==> src/rtl/cmptgl_pkg.sv <==
package cmptgl_pkg;

    localparam int DATA_W  = 32;
    localparam int ADDR_W  = 4;
    localparam int PRES_W  = 10;

    localparam logic [ADDR_W-1:0] A_CTRL   = 4'd0;
    localparam logic [ADDR_W-1:0] A_DIRCLR = 4'd1;
    localparam logic [ADDR_W-1:0] A_DIRSET = 4'd2;
    localparam logic [ADDR_W-1:0] A_STAT   = 4'd3;
    localparam logic [ADDR_W-1:0] A_INV    = 4'd4;
    localparam logic [ADDR_W-1:0] A_PER    = 4'd5;
    localparam logic [ADDR_W-1:0] A_CNT    = 4'd6;
    localparam logic [ADDR_W-1:0] A_CMP0   = 4'd8;

    typedef enum logic [2:0] {
        WM_TOGGLE = 3'd0
    } wave_mode_e;

    typedef struct packed {
        logic       ovf_ie;
        logic [2:0] wave;
        logic [2:0] psel;
        logic       en;
    } ctrl_t;

    // terminal value of the prescale counter (ratio minus one)
    function automatic logic [PRES_W-1:0] pres_limit(input logic [2:0] sel);
        logic [PRES_W-1:0] r;
        case (sel)
            3'd0:    r = 10'd0;
            3'd1:    r = 10'd1;
            3'd2:    r = 10'd3;
            3'd3:    r = 10'd7;
            3'd4:    r = 10'd15;
            3'd5:    r = 10'd63;
            3'd6:    r = 10'd255;
            default: r = 10'd1023;
        endcase
        return r;
    endfunction

endpackage

==> src/rtl/cmptgl_prescaler.sv <==
module cmptgl_prescaler
    import cmptgl_pkg::*;
(
    input  logic       clk,
    input  logic       rst,
    input  logic       run,
    input  logic [2:0] psel,
    output logic       tick
);
    logic [PRES_W-1:0] div_q;
    logic [PRES_W-1:0] limit;

    assign limit = pres_limit(psel);
    assign tick  = run && (div_q >= limit);

    always_ff @(posedge clk) begin
        if (rst || !run)
            div_q <= '0;
        else if (tick)
            div_q <= '0;
        else
            div_q <= div_q + 1'b1;
    end

    // after a tick only the divide-by-one setting may tick again at once
    p_tick_spacing_r6: assert property (@(posedge clk) disable iff (rst)
        tick |=> (!tick || psel == 3'd0));

    // a stopped prescaler never ticks
    p_stopped_r11: assert property (@(posedge clk) disable iff (rst)
        (!run && $past(!run)) |-> !tick);

endmodule

==> src/rtl/cmptgl_counter.sv <==
module cmptgl_counter #(
    parameter int W = 32
) (
    input  logic         clk,
    input  logic         rst,
    input  logic         step,
    input  logic         down,
    input  logic [W-1:0] period,
    output logic [W-1:0] count,
    output logic         wrap
);
    assign wrap = step && (down ? (count == '0) : (count >= period));

    always_ff @(posedge clk) begin
        if (rst)
            count <= '0;
        else if (step) begin
            if (wrap)
                count <= down ? period : '0;
            else if (down)
                count <= count - 1'b1;
            else
                count <= count + 1'b1;
        end
    end

    p_up_wrap_r2: assert property (@(posedge clk) disable iff (rst)
        (step && !down && count >= period) |=> count == '0);

    p_down_reload_r3: assert property (@(posedge clk) disable iff (rst)
        (step && down && count == '0) |=> count == $past(period));

    p_hold_r11: assert property (@(posedge clk) disable iff (rst)
        !step |=> $stable(count));

endmodule

==> src/rtl/cmptgl_channel.sv <==
module cmptgl_channel #(
    parameter int W = 32
) (
    input  logic         clk,
    input  logic         rst,
    input  logic         step,
    input  logic         mode_ok,
    input  logic [W-1:0] count,
    input  logic [W-1:0] cmp,
    input  logic         inv,
    output logic         hit,
    output logic         pin
);
    logic tog_q;

    assign hit = step && mode_ok && (count == cmp);
    assign pin = tog_q ^ inv;

    always_ff @(posedge clk) begin
        if (rst)
            tog_q <= 1'b0;
        else if (hit)
            tog_q <= ~tog_q;
    end

    p_toggle_r4: assert property (@(posedge clk) disable iff (rst)
        hit |=> tog_q != $past(tog_q));

    p_no_toggle_r11: assert property (@(posedge clk) disable iff (rst)
        !hit |=> $stable(tog_q));

endmodule

==> src/rtl/cmptgl_timer.sv <==
module cmptgl_timer
    import cmptgl_pkg::*;
#(
    parameter int N_CH = 4
) (
    input  logic              clk,
    input  logic              rst,
    input  logic              wr_en,
    input  logic [3:0]        addr,
    input  logic [31:0]       wdata,
    output logic [31:0]       rdata,
    output logic [N_CH-1:0]   wave_out,
    output logic              irq
);
    localparam int FLAG_W = N_CH + 1;

    ctrl_t              ctrl_q;
    logic               dir_q;
    logic [N_CH-1:0]    inv_q;
    logic [DATA_W-1:0]  per_q;
    logic [DATA_W-1:0]  cmp_q [N_CH];
    logic [N_CH-1:0]    mflag_q;
    logic               oflag_q;

    logic               tick;
    logic               wrap;
    logic [DATA_W-1:0]  count;
    logic [N_CH-1:0]    hit_v;
    logic               mode_ok;
    logic [ADDR_W-1:0]  cidx;
    logic               in_cmp;

    assign mode_ok = (ctrl_q.wave == WM_TOGGLE);
    assign cidx    = addr - A_CMP0;
    assign in_cmp  = (addr >= A_CMP0) && (cidx < ADDR_W'(N_CH));

    // configuration registers
    always_ff @(posedge clk) begin
        if (rst) begin
            ctrl_q <= '0;
            dir_q  <= 1'b0;
            inv_q  <= '0;
            per_q  <= '0;
        end else if (wr_en) begin
            case (addr)
                A_CTRL:   ctrl_q <= ctrl_t'(wdata[7:0]);
                A_DIRCLR: if (wdata[0]) dir_q <= 1'b0;
                A_DIRSET: if (wdata[0]) dir_q <= 1'b1;
                A_INV:    inv_q  <= wdata[N_CH-1:0];
                A_PER:    per_q  <= wdata;
                default:  ;
            endcase
        end
    end

    // status flags: write one to clear, a same-cycle event wins
    logic [FLAG_W-1:0] clr_v;
    assign clr_v = (wr_en && addr == A_STAT) ? wdata[FLAG_W-1:0] : '0;

    always_ff @(posedge clk) begin
        if (rst) begin
            oflag_q <= 1'b0;
            mflag_q <= '0;
        end else begin
            oflag_q <= (oflag_q & ~clr_v[0]) | wrap;
            mflag_q <= (mflag_q & ~clr_v[FLAG_W-1:1]) | hit_v;
        end
    end

    cmptgl_prescaler u_pres (
        .clk  (clk),
        .rst  (rst),
        .run  (ctrl_q.en),
        .psel (ctrl_q.psel),
        .tick (tick)
    );

    cmptgl_counter #(.W(DATA_W)) u_cnt (
        .clk    (clk),
        .rst    (rst),
        .step   (tick),
        .down   (dir_q),
        .period (per_q),
        .count  (count),
        .wrap   (wrap)
    );

    for (genvar g = 0; g < N_CH; g++) begin : g_ch
        always_ff @(posedge clk) begin
            if (rst)
                cmp_q[g] <= '0;
            else if (wr_en && in_cmp && cidx == ADDR_W'(g))
                cmp_q[g] <= wdata;
        end

        cmptgl_channel #(.W(DATA_W)) u_ch (
            .clk     (clk),
            .rst     (rst),
            .step    (tick),
            .mode_ok (mode_ok),
            .count   (count),
            .cmp     (cmp_q[g]),
            .inv     (inv_q[g]),
            .hit     (hit_v[g]),
            .pin     (wave_out[g])
        );

        p_match_flag_r5: assert property (@(posedge clk) disable iff (rst)
            hit_v[g] |=> mflag_q[g]);

        p_idle_mode_r11: assert property (@(posedge clk) disable iff (rst)
            (ctrl_q.wave != WM_TOGGLE) |-> !hit_v[g]);
    end

    assign irq = oflag_q & ctrl_q.ovf_ie;

    // read mux
    always_comb begin
        rdata = '0;
        case (addr)
            A_CTRL: rdata = {23'd0, dir_q, ctrl_q};
            A_STAT: rdata = 32'({mflag_q, oflag_q});
            A_INV:  rdata = 32'(inv_q);
            A_PER:  rdata = per_q;
            A_CNT:  rdata = count;
            default: begin
                for (int i = 0; i < N_CH; i++)
                    if (in_cmp && cidx == ADDR_W'(i))
                        rdata = cmp_q[i];
            end
        endcase
    end

    p_ovf_set_r10: assert property (@(posedge clk) disable iff (rst)
        wrap |=> oflag_q);

    p_irq_r9: assert property (@(posedge clk) disable iff (rst)
        (wrap && ctrl_q.ovf_ie && !(wr_en && addr == A_CTRL)) |=> irq);

    p_disabled_r11: assert property (@(posedge clk) disable iff (rst)
        !ctrl_q.en |=> $stable(count));

endmodule

==> config.mk <==
export PLATFORM = sky130hd
export DESIGN_NAME = cmptgl_timer
export DESIGN_NICKNAME = d
export VERILOG_FILES = /design/src/rtl/cmptgl_pkg.sv /design/src/rtl/cmptgl_prescaler.sv /design/src/rtl/cmptgl_counter.sv /design/src/rtl/cmptgl_channel.sv /design/src/rtl/cmptgl_timer.sv
export SDC_FILE = /design/constraint.sdc
export NUM_CORES = 1
export LEC_CHECK = 0
export BUFFER_PORTS_ARGS = -buffer_cell sky130_fd_sc_hd__buf_2
export CAP_MARGIN = 20
export CORE_MARGIN = 2
export CORE_UTILIZATION = 55
export CTS_CLUSTER_SIZE = 16
export DETAILED_ROUTE_END_ITERATION = 10
export GPL_TIMING_DRIVEN = 1
export MAX_ROUTING_LAYER = met4
export PLACE_DENSITY = 0.69
export REMOVE_ABC_BUFFERS = 1
export SLEW_MARGIN = 30
export SYNTH_ARGS = -nofsm -noshare
export SYNTH_HDL_FRONTEND = slang
export SYNTH_HIERARCHICAL = 1
export SYNTH_SLANG_ARGS = --single-unit
==> constraint.sdc <==
create_clock -name clk -period 4.1 [get_ports clk]
set_input_delay 0.41 -clock clk [delete_from_list [all_inputs] [get_ports clk]]
set_output_delay 0.41 -clock clk [all_outputs]
set_load 0.005 [all_outputs]
# Word-level counts from Yosys, hierarchy flattened

Memory sizes are Yosys's and may differ from the RTL's.
Index checks and enable logic that the tools add are counted.

Memories: 1
Word-level logic and storage cells: 127
Register bits after elaboration: 96
Output and inout port bits: 37
Bits of input ports: 39
Memory bits (read-only): 0
Memory bits (writable): 128
Bits in latches: 0

Memories:

| memory | depth | bits a word | read ports | clocked after Yosys merged registers in | wr ports | line               | RTL |
|---|---|---|---|---|---|---|---|
| cmp_q  | 4     | 32          | 4          | 0                                       | 4        | cmptgl_timer.sv:21 | `logic [DATA_W-1:0] cmp_q [N_CH];` |

Order comparisons: 4
Multipliers: 0
Equality and inequality tests: 21
Shift-type cells: 0
Reductions and logical operators: 31
Div/mod/pow operators: 0
Muxes and demuxes: 32
Bitwise gates (word level): 19
Add/subtract/negate cells: 4

Operators with widths:

| operator                                           | number |
|---|---|
| 2-to-1 mux 32 bit                                  | 11 |
| one-hot mux 32 bit (5 select lines)                | 1 |
| == test 32 bit                                     | 4 |
| one-hot mux 10 bit (7 select lines)                | 1 |
| adder 32 x 1 -> 32 bit, second input constant      | 1 |
| greater-or-equal comparator 32 bit                 | 1 |
| zero test 32 bit                                   | 1 |
| subtractor 32 x 1 -> 32 bit, second input constant | 1 |
| logical AND 1 bit                                  | 18 |
| 2-to-1 mux 1 bit                                   | 17 |
| == test 4 x 2 -> 1 bit, second input constant      | 4 |
| == test 4 x 3 -> 1 bit, second input constant      | 3 |
| adder 10 x 1 -> 10 bit, second input constant      | 1 |
| greater-or-equal comparator 10 bit                 | 1 |
| == test 3 bit, second input constant               | 3 |
| == test 4 x 1 -> 1 bit, second input constant      | 2 |
| zero test 4 bit                                    | 2 |
| == test 3 x 2 -> 1 bit, second input constant      | 2 |
| zero test 3 bit                                    | 2 |
| AND reduction 2 bit                                | 3 |
| 2-to-1 mux 5 bit                                   | 1 |
| inverter 1 bit                                     | 5 |
| bitwise OR 1 bit                                   | 5 |
| bitwise AND 4 bit                                  | 1 |
| 15 further kinds                                   | 20 |

# Depth between registers and ports, before layout

Gate-level depths: netlist of run 1.

Word-level depth: 9
Mapped depth: 16

# Hierarchy

The synthesis of run 1 kept the hierarchy.

Modules (own cells, without submodules):

| module           | instances | cells each | sequential area each (um^2) | area an instance (um^2) |
|---|---|---|---|---|
| cmptgl_timer     | 1         | 726        | 4844.6                      | 8560.7 |
| cmptgl_counter   | 1         | 577        | 640.6                       | 4202.8 |
| cmptgl_channel   | 4         | 49         | 20.0                        | 405.4 |
| cmptgl_prescaler | 1         | 76         | 200.2                       | 726.9 |

# Worst setup path before layout of run 1

No wires, ideal clock.

Path type: register to register
From: register ctrl_q[3] in the netlist's numbering
To: register u_cnt.count[21]
Setup slack: 0.761 ns
Library setup time: 0.122 ns
Buffers on the path: 3
Arrival: 3.217 ns
Stages on the path, launching flop included: 17
Required time: 3.978 ns
Cells stage by stage: dfxtp_1 -> o21ai_0 -> ha_1 -> and3_4 -> or3b_1 -> o221ai_2 -> and2_1 -> clkbuf_1 -> inv_1 -> nor2_1 -> o21ai_0 -> a21o_1 -> buf_6 -> inv_2 -> buf_6 -> nor4_1 -> a221o_1

Word-level cells in the longest chain between the ends: 6
Elaborated cells on any way between the ends: 12
Classes of those cells: 1 x order compare; 6 x eq/ne; 2 x mux; 3 x reduce/logical

RTL lines:

| element                                     | line                   | RTL |
|---|---|---|
| from (decl)                                 | cmptgl_timer.sv:17     | `ctrl_t ctrl_q;` |
| from (signal assigned)                      | cmptgl_timer.sv:46     | `A_CTRL: ctrl_q <= ctrl_t'(wdata[7:0]);` |
| == test 3 bit, or another cell as far along | cmptgl_pkg.sv:30       | `case (sel)` |
| one-hot mux 10 bit (7 select lines) *       | cmptgl_pkg.sv:30       |  |
| greater-or-equal comparator 10 bit *        | cmptgl_prescaler.sv:14 | `assign tick = run && (div_q >= limit);` |
| logical AND 1 bit *                         | cmptgl_prescaler.sv:14 |  |
| net tick                                    | cmptgl_timer.sv:25     | `logic tick;` |
| logical AND 1 bit *                         | cmptgl_counter.sv:12   | `assign wrap = step && (down ? (count == '0) : (count >= period));` |
| net wrap                                    | cmptgl_timer.sv:26     | `logic wrap;` |
| 2-to-1 mux 32 bit *                         | cmptgl_counter.sv:18   | `if (wrap)` |
| to (signal assigned)                        | cmptgl_counter.sv:19   | `count <= down ? period : '0;` |
| to (signal assigned)                        | cmptgl_counter.sv:21   | `count <= count - 1'b1;` |
| to (signal assigned)                        | cmptgl_counter.sv:23   | `count <= count + 1'b1;` |
| to (decl)                                   | cmptgl_counter.sv:9    | `output logic [W-1:0] count,` |

Mark *: on every way through the listed nets, which the timed path passes. The rest lies on a longest branch.
A chain may end at the register's enable or synchronous reset.

# Worst setup path in the final report of run 1

From: register ctrl_q[3] in the netlist's numbering
To: register u_cnt.count[2]

Same word-level chain as after synthesis.

==> results of run 1 <==
==> per-stage QoR <==
stage | instances | area [sq um]
6_report | 1994 | 16700
5_1_grt | 1994 | 16700
4_1_cts | 1993 | 16700
3_5_place_dp | 1948 | 15800
3_3_place_gp | 1948 | 15800
2_1_floorplan | 1487 | 14600
==> metal layers <==
| metal | wire, um | GRT usage [%] |
|---|---|---|
| met1 | 20600 | 46.5 |
| met2 | 22300 | 54.0 |
| met3 | 3520 | 3.54 |
| met4 | 1930 | 12.3 |
| met5 | 0 | - |
==> power groups by stage <==
stage	registers [uW]	logic (uW)	clock network, uW
final	2540	608	2290
after CTS	2540	596	2310
after global routing	2550	643	2390
after global placement	2580	588	0
after detailed placement	2590	592	0
after floorplan	2570	326	0
==> final cells by class <==
cell class              instances  area, sq um  share of cell area (%)
well taps                     341          427                    2.56
clock buffers                  29          661                    3.96
diodes                          1         2.50                  0.0150
inverters                      56          210                    1.26
clock inverters                16          175                    1.05
flip-flops and latches        224         5770                    34.6
repair buffers                120          741                    4.44
multi-input cells            1207         8690                    52.1
==> cell usage after synthesis, types with 6 or more instances <==
master    count
or3_1         7
clkbuf_1     42
ha_1         73
nor2_1       67
buf_4         6
a22oi_1      14
edfxtp_1    128
mux2i_1       8
nor3_2       12
and2_1      133
nor3_1       28
nor4_1       27
and3_1       11
buf_6        10
mux4_2       30
a22o_1       25
a31oi_1      12
xor2_1       82
a21o_1       33
a211oi_1     13
buf_2        16
xnor2_1      81
o21a_1        9
nor2b_1       6
nand3_1      67
nand2b_1      9
o21ai_1       6
nand4_1      29
inv_1        54
clkbuf_2      9
nand2_1     150
a311oi_1     12
dfxtp_1      96
a211o_1       6
or4_1         6
a21oi_1      97
nand3b_1     22
o21ai_0      42
o21bai_1      8
o31ai_1       8
==> critical path, stage by stage (launching register included) <==
cell      delay [ps]
dfxtp_1          500
o21ai_0          210
ha_1             350
and3_4           190
a221oi_1         340
o221ai_2         140
and2_1           310
inv_1            150
nor2_1            70
o21ai_0           70
a21o_1           580
inv_2            260
o311a_1          420
nor3_2           160
==> sequential cells by signal, summed over array words and instances, names as in the netlist <==
register         cells
u_pres/div_q        10
oflag_q              1
g_ch.u_ch/tog_q      4
dir_q                1
inv_q                4
cmp_q              128
u_cnt/count         32
mflag_q              4
ctrl_q               8
per_q               32
==> final timing paths <==
kind	startpoint	to	slack, ps	depth (start not counted)
worst min register to register	ctrl_q[7]$_SDFFE_PP0P_	ctrl_q[7]$_SDFFE_PP0P_	490	2
worst max register to register	ctrl_q[3]$_SDFFE_PP0P_	u_cnt/count[2]$_SDFFE_PP0P_	260	13
worst min-delay path	wdata[16]	per_q[16]$_SDFFE_PP0P_	150	3
worst max-delay path	ctrl_q[3]$_SDFFE_PP0P_	u_cnt/count[2]$_SDFFE_PP0P_	260	13
==> logic make-up (layout without fill, tap and decap cells) <==
group,after synthesis,after routing,share of synthesized area [%]
mux,41,41,5.22
buf+inv,144,221,4.54
simple gates,599,599,21.7
other cells,0,1,0
compound gates,330,330,14.8
fa+ha+maj,74,74,6.18
flops,224,224,38.2
xor+xnor,163,163,9.45
==> flow_metrics.tcl, run 1 <==
set metrics [dict create \
    yosysUniqueCellTypes 89 \
    synth.area.top_cells "edfxtp_1 (25%), dfxtp_1 (13%), ha_1 (6.0%), and2_1 (5.5%), xor2_1 (4.8%)" \
    design.die.area_sq_um 28800 \
    syn2layout_area_growth_pct 10.4 \
    grt_overflow_total 0 \
    cts-resized-gates 0 \
    ios 76 \
    vias 12783 \
    postCtsHoldBufs 0 \
    crit_required_ps 4550 \
    ctsHtreeMaxLevel 1 \
    synth-edff-count 128 \
    dr.pass1.iters 6 \
    drive_gt1_share_pct 14.5 \
    synth_top_area_share_pct 25.4 \
    cts_sinks 224 \
    clockBufferDepth 3 \
    synth_top_cell_by_area "edfxtp_1" \
    dpl.hpwl_mm 34.8 \
    worstPathMaxFanout 18 \
    cts_buffers 25 \
    final.setup.tns_ps 0 \
    vias_per_cell 6.41 \
    switching_share_pct 25.7 \
    start_util_pct 56.1 \
    timing.final.crit_share_pct 93.6 \
    cts_tree "built" \
    die_w_um 170 \
    worst_pin_slew_ps 917 \
    synthArstFlopShare_pct 0 \
    drv_cap 0 \
    path_clk_slew_ps 60 \
    wire_per_inst_um 24.3 \
    fin_util_pct 61.9 \
    fin_crit_ps 3840 \
    combPwrFrac_pct 11.2 \
    timing.final.ws_setup_ps 263 \
    clock_latency_ps 530 \
    globalplace.congestion 0.943 \
    fillers 2282 \
    rsz0062_at_grt "no" \
    path_class "reg2reg" \
    track_usage_pct 34.4 \
    synth_seq_cells 224 \
    grt_max_degree 52 \
    synth_flop_cell "edfxtp_1" \
    leakagePower_uw 0.00649 \
    antenna_found_initial 1 \
    root_buffer "clkbuf_16" \
    grt_first_pass_wirelength_mm 72.8 \
    arrival_ps 4290 \
    fin_nets 1747 \
    syn_area_sq_um 15100 \
    numPortBuffers 75 \
    fp-row-count 60 \
    skew_ps 12.1 \
    start_kind "register" \
    coreArea_sq_um 27000 \
    avgSynthCellArea_sq_um 9.59 \
    yosysWarnings 6 \
    layout_common_cells "nand2_1 (150), and2_1 (133), edfxtp_1 (128)" \
    pre_cts_ws_ps 363 \
    peakVddDrop_mv 0.351 \
    power_frac_seq_pct 46.7 \
    powerDensity_nw_per_um2 326 \
    power_uw 5440 \
    die_height_um 170 \
    outcome "finished, final reports clean" \
    drt-initial-drc-count 1544 \
    power.switching_uw 1400 \
    route.detailed.drc 0 \
    synth-seq-area-share_pct 38.2 \
    final_max_slew_viol_count 0 \
    layout_commonest_cell "nand2_1" \
    setup_viol 0 \
    fmax_ghz 0.261 \
    worstSetupEndpointType "register" \
    postSynthCellCount 1575 \
    power.internal_uw 4050 \
    holdWs_ps 155 \
    cts_setup_buffers 0 \
    wirelength_mm 48.4 \
    max_slew_margin_pct 38.8 \
    final_hold_viol_count 0 \
    ant_nets 0 \
    power_frac_clock_pct 42.2 \
    first_global_vias 12127 \
    holdCritPathClass "in2reg" \
]
No activity file was read; power rests on OpenSTA's default activity.
==> run 2: changes to the inputs <==
--- a/config.mk
+++ b/config.mk
@@ -7,6 +7,7 @@
 export LEC_CHECK = 0
 export BUFFER_PORTS_ARGS = -buffer_cell sky130_fd_sc_hd__buf_2
 export CAP_MARGIN = 20
+export CORE_ASPECT_RATIO = 0.7
 export CORE_MARGIN = 2
 export CORE_UTILIZATION = 55
 export CTS_CLUSTER_SIZE = 16
==> flow_metrics.tcl, run 2 (synthesis gave the netlist of run 1 again) <==
set metrics [dict create \
    outcome "finished, final reports clean" \
    grt_first_pass_wirelength_mm 74.1 \
    setup_viol 0 \
    final_hold_viol_count 0 \
    holdCritPathClass "in2reg" \
    ios 76 \
    die_height_um 143 \
    rsz0062_at_grt "no" \
    fin_crit_ps 3710 \
    cts_buffers 25 \
    worst_pin_slew_ps 1030 \
    die_w_um 202 \
    largest-register "cmp_q" \
    cts_sinks 224 \
    vias 12996 \
    top_regs "cmp_q (128), per_q (32), u_cnt/count (32)" \
    timing.final.ws_setup_ps 389 \
    clockBufferDepth 3 \
    drive_gt1_share_pct 14.1 \
    powerDensity_nw_per_um2 321 \
    fin_cells 2018 \
    cts_tree "built" \
    leakagePower_uw 0.00646 \
    peakVddDrop_mv 0.335 \
    vias_per_cell 6.44 \
    layout_commonest_cell "nand2_1" \
    multiInputGateArea_sq_um 8700 \
    dpl.hpwl_mm 35.1 \
    cp_common_cell "o21ai_0" \
    cpMaxStageDelayCell "dfxtp_1" \
    start_kind "register" \
    wire_per_inst_um 24.4 \
    root_buffer "clkbuf_16" \
    fin_nets 1746 \
    critPathBufInv 2 \
    fp-row-count 50 \
    fmax_ghz 0.269 \
    fillers 2306 \
    dr.pass1.iters 5 \
    register_area_sq_um 5770 \
    globalplace.congestion 0.991 \
    grt_max_degree 77 \
    ant_nets 0 \
    largest_reg_flops 128 \
    path_class "reg2reg" \
    wirelength_mm 49.2 \
    crit_required_ps 4540 \
    route.detailed.drc 0 \
    skew_ps 8.75 \
    track_usage_pct 35.0 \
    start_util_pct 56.2 \
    final.setup.tns_ps 0 \
    pre_cts_ws_ps 374 \
    worstSetupEndpointType "register" \
    final_max_slew_viol_count 0 \
    antenna_found_initial 3 \
    coreArea_sq_um 26900 \
    path_clk_slew_ps 60 \
    worstPathMaxFanout 18 \
    ctsHtreeMaxLevel 1 \
    power_uw 5350 \
    max_slew_margin_pct 31.3 \
    design.die.area_sq_um 28800 \
    slowest_delay_ps 490 \
    layout_common_cells "nand2_1 (150), and2_1 (133), edfxtp_1 (128)" \
    timing.final.crit_share_pct 90.5 \
    placedCellCount 1970 \
    critPathTopFamily "simple AND/OR/NAND/NOR gates" \
    syn2layout_area_growth_pct 10.1 \
    numPortBuffers 75 \
    drv_cap 0 \
    drt-initial-drc-count 1719 \
    first_global_vias 12131 \
    grt_overflow_total 0 \
    arrival_ps 4150 \
    cts_setup_buffers 0 \
    path_cells "o21ai_0, ha_1, and3_4, or3b_1, o221ai_2, and2_1, inv_1, nor2_1, o21ai_0, a21o_2, inv_2, nor4_1, a221o_1" \
    clock_latency_ps 550 \
]
-- run 2: changes by cell type in the layout (fill, tap and decap cells not counted), sizes merged --
| cell | delta |
|---|---|
| clkbuf | +7 |
| clkinvlp | -4 |
| bufinv | -2 |
| buf | -1 |
| clkinv | -1 |
| diode | +1 |
| inv | +1 |
-- run 2: timing repair --
item | 4_1_cts | 5_1_grt
hold buffers | 0 | 0
endpoints found under the setup margin | 0 | 3
gates resized for setup | 0 | 1
-- run 2: metal layers --
| layer | global-route usage [%] | vias up | share of wire (%) |
|---|---|---|---|
| li1 | - | 5884 | - |
| met1 | 49.6 | 6217 | 43 |
| met2 | 49.5 | 776 | 42 |
| met3 | 8.40 | 119 | 12 |
| met4 | 10.6 | 0 | 3.2 |
| met5 | - | - | 0 |
-- run 2: cell type report --
cell class,count,area share (%)
tap,364,2.74
clock inverter,10,0.564
timing repair buffer,119,4.33
antenna,2,0.0301
multi-input combinational,1207,52.3
sequential,224,34.7
inverter,56,1.26
clock buffer,36,4.14
-- run 2: power breakdown --
| part | total [uW] | internal, uW | switching [uW] |
|---|---|---|---|
| combinational | 608 | 233 | 374 |
| sequential | 2540 | 2460 | 78.7 |
| clock | 2200 | 1240 | 959 |
| total | 5350 | 3940 | 1410 |
-- run 2: stage by stage --
step / instance area [sq um] / hold slack, ps / utilization (%)
6_report: 16600 / 140 / 61.9
5_1_grt: 16600 / 148 / 61.9
4_1_cts: 16600 / 129 / 61.8
3_5_place_dp: 15800 / 468 / 58.9
3_3_place_gp: 15800 / 463 / 58.9
2_1_floorplan: 14600 / 439 / -
-- run 2: final timing paths --
kind | startpoint | to | slack, ps | cells after the start
setup / recovery | ctrl_q[3]$_SDFFE_PP0P_ | u_cnt/count[21]$_SDFFE_PP0P_ | 390 | 13
hold / removal | wdata[20] | per_q[20]$_SDFFE_PP0P_ | 140 | 3
setup reg to reg | ctrl_q[3]$_SDFFE_PP0P_ | u_cnt/count[21]$_SDFFE_PP0P_ | 390 | 13
hold reg to reg | ctrl_q[4]$_SDFFE_PP0P_ | ctrl_q[4]$_SDFFE_PP0P_ | 480 | 2
-- run 2: worst register-to-register path, delay by kind of cell, from the launching register on --
kind	cells	cell delay (ps)
simple gates	5	1230
compound gates	5	1140
buf+inv	2	360
fa+ha+maj	1	360
flops	1	490
==> run 3: changes to the inputs <==
--- a/config.mk
+++ b/config.mk
@@ -10,6 +10,7 @@
 export CORE_ASPECT_RATIO = 0.7
 export CORE_MARGIN = 2
 export CORE_UTILIZATION = 55
+export CTS_BUF_LIST = sky130_fd_sc_hd__clkbuf_4 sky130_fd_sc_hd__clkbuf_8
 export CTS_CLUSTER_SIZE = 16
 export DETAILED_ROUTE_END_ITERATION = 10
 export GPL_TIMING_DRIVEN = 1
==> flow_metrics.tcl, run 3 (synthesis gave the netlist of run 1 again) <==
set metrics [dict create \
    globalplace.congestion 0.991 \
    die_w_um 202 \
    die_height_um 143 \
    grt_overflow_total 0 \
    final_hold_viol_count 0 \
    power_uw 5220 \
    combPwrFrac_pct 11.6 \
    setup_viol 0 \
    switching_share_pct 27.5 \
    drive_gt1_share_pct 15.5 \
    holdCritPathClass "in2reg" \
    outcome "finished, final reports clean" \
    skew_ps 26.3 \
    drv_cap 0 \
    start_util_pct 56.2 \
    ctsHtreeMaxLevel 2 \
    worstPathMaxFanout 18 \
    start_kind "register" \
    worstSetupEndpointType "register" \
    power.switching_uw 1440 \
    layout_common_cells "nand2_1 (150), and2_1 (133), edfxtp_1 (128)" \
    register_area_sq_um 5770 \
    timing.final.crit_share_pct 90.3 \
    syn2layout_area_growth_pct 10.0 \
    coreArea_sq_um 26900 \
    crit_required_ps 4530 \
    fin_crit_ps 3700 \
    timing.final.ws_setup_ps 396 \
    fin_util_pct 61.8 \
    vias 13097 \
    design_area_sq_um 16600 \
    cts_sinks 224 \
    max_slew_margin_pct 31.9 \
    numPortBuffers 75 \
    grt_max_degree 77 \
    route.detailed.drc 0 \
    vias_per_cell 6.41 \
    arrival_ps 4130 \
    multiInputGateArea_sq_um 8700 \
    root_buffer "clkbuf_8" \
    power_frac_clock_pct 39.6 \
    cts_buffers 38 \
    fillers 2336 \
    fmax_ghz 0.270 \
    fin_nets 1759 \
    largest-register "cmp_q" \
    first_global_vias 12265 \
    ios 76 \
    cts_setup_buffers 0 \
    clockBufferDepth 3 \
    clock_latency_ps 560 \
    layout_commonest_cell "nand2_1" \
    track_usage_pct 35.3 \
    wire_per_inst_um 24.2 \
    cts_tree "built" \
    dpl.hpwl_mm 35.1 \
    dpl_cell_area_sq_um 15800 \
    largest_reg_flops 128 \
    cts-resized-gates 0 \
    powerDensity_nw_per_um2 314 \
    wirelength_mm 49.5 \
    leakagePower_uw 0.00649 \
    dr.pass1.iters 8 \
    holdWs_ps 130 \
    pre_cts_ws_ps 374 \
    ant_nets 0 \
    fp-row-count 50 \
    power_frac_seq_pct 48.7 \
    postCtsHoldBufs 0 \
    antenna_found_initial 3 \
    peakVddDrop_mv 0.255 \
    worst_pin_slew_ps 1020 \
    path_class "reg2reg" \
    path_clk_slew_ps 60 \
    final_max_slew_viol_count 0 \
    power.internal_uw 3780 \
    grt_first_pass_wirelength_mm 74.8 \
    drt-initial-drc-count 1799 \
    rsz0062_at_grt "no" \
    top_regs "cmp_q (128), per_q (32), u_cnt/count (32)" \
    design.die.area_sq_um 28800 \
]
## run 3: cell count changes in the layout (fill, tap and decap cells not counted), moves of 2 or more
cell       change
clkbuf_8      +41
clkbuf_16     -26
clkbuf_1      -10
clkbuf_4       +9
clkinv_1       +8
inv_6          +2
## run 3: cell type report
class                           instances  share of cell area (%)
Multi-Input combinational cell       1207                    52.3
Inverter                               56                    1.26
Timing Repair Buffer                  119                    4.33
Sequential cell                       224                    34.7
Clock inverter                         20                   0.813
Clock buffer                           50                    3.80
Tap cell                              364                    2.74
Antenna cell                            2                  0.0301
## run 3: critical path: stages (launching register included)
cell and delay, ps:
dfxtp_1 490, o21ai_0 210, ha_1 360, and3_4 180, or3b_1 360, o221ai_2 190
and2_1 450, inv_1 110, nor2_1 150, o21ai_0 120, a21o_2 360, inv_2 240
nor4_1 90, a221o_1 260
## run 3: per-stage QoR
stage	TNS, ps	instances
after detailed placement	0	1970
after CTS	0	2040
after floorplan	-25190	1487
final	0	2042
after global routing	0	2042
after global placement	0	1970
## run 3: power groups by stage
stage,Combinational (uW),Clock [uW],Sequential (uW)
2_1_floorplan,326,0,2570
3_3_place_gp,583,0,2590
3_5_place_dp,587,0,2590
4_1_cts,591,2080,2540
5_1_grt,642,2170,2550
6_report,607,2070,2540
## run 3: final timing paths
kind              slack, ps                   start                            to  cells after the start
hold / removal          130               wdata[20]        per_q[20]$_SDFFE_PP0P_                      3
hold reg to reg         480  ctrl_q[4]$_SDFFE_PP0P_        ctrl_q[4]$_SDFFE_PP0P_                      2
setup reg to reg        400  ctrl_q[3]$_SDFFE_PP0P_  u_cnt/count[21]$_SDFFE_PP0P_                     13
setup / recovery        400  ctrl_q[3]$_SDFFE_PP0P_  u_cnt/count[21]$_SDFFE_PP0P_                     13
## run 3: layer usage
| layer | part of all wire (%) | track usage, % |
|---|---|---|
| met2 | 43 | 50.1 |
| met3 | 12 | 8.17 |
| met4 | 2.6 | 10.6 |
| met1 | 43 | 50.2 |
| met5 | 0 | - |
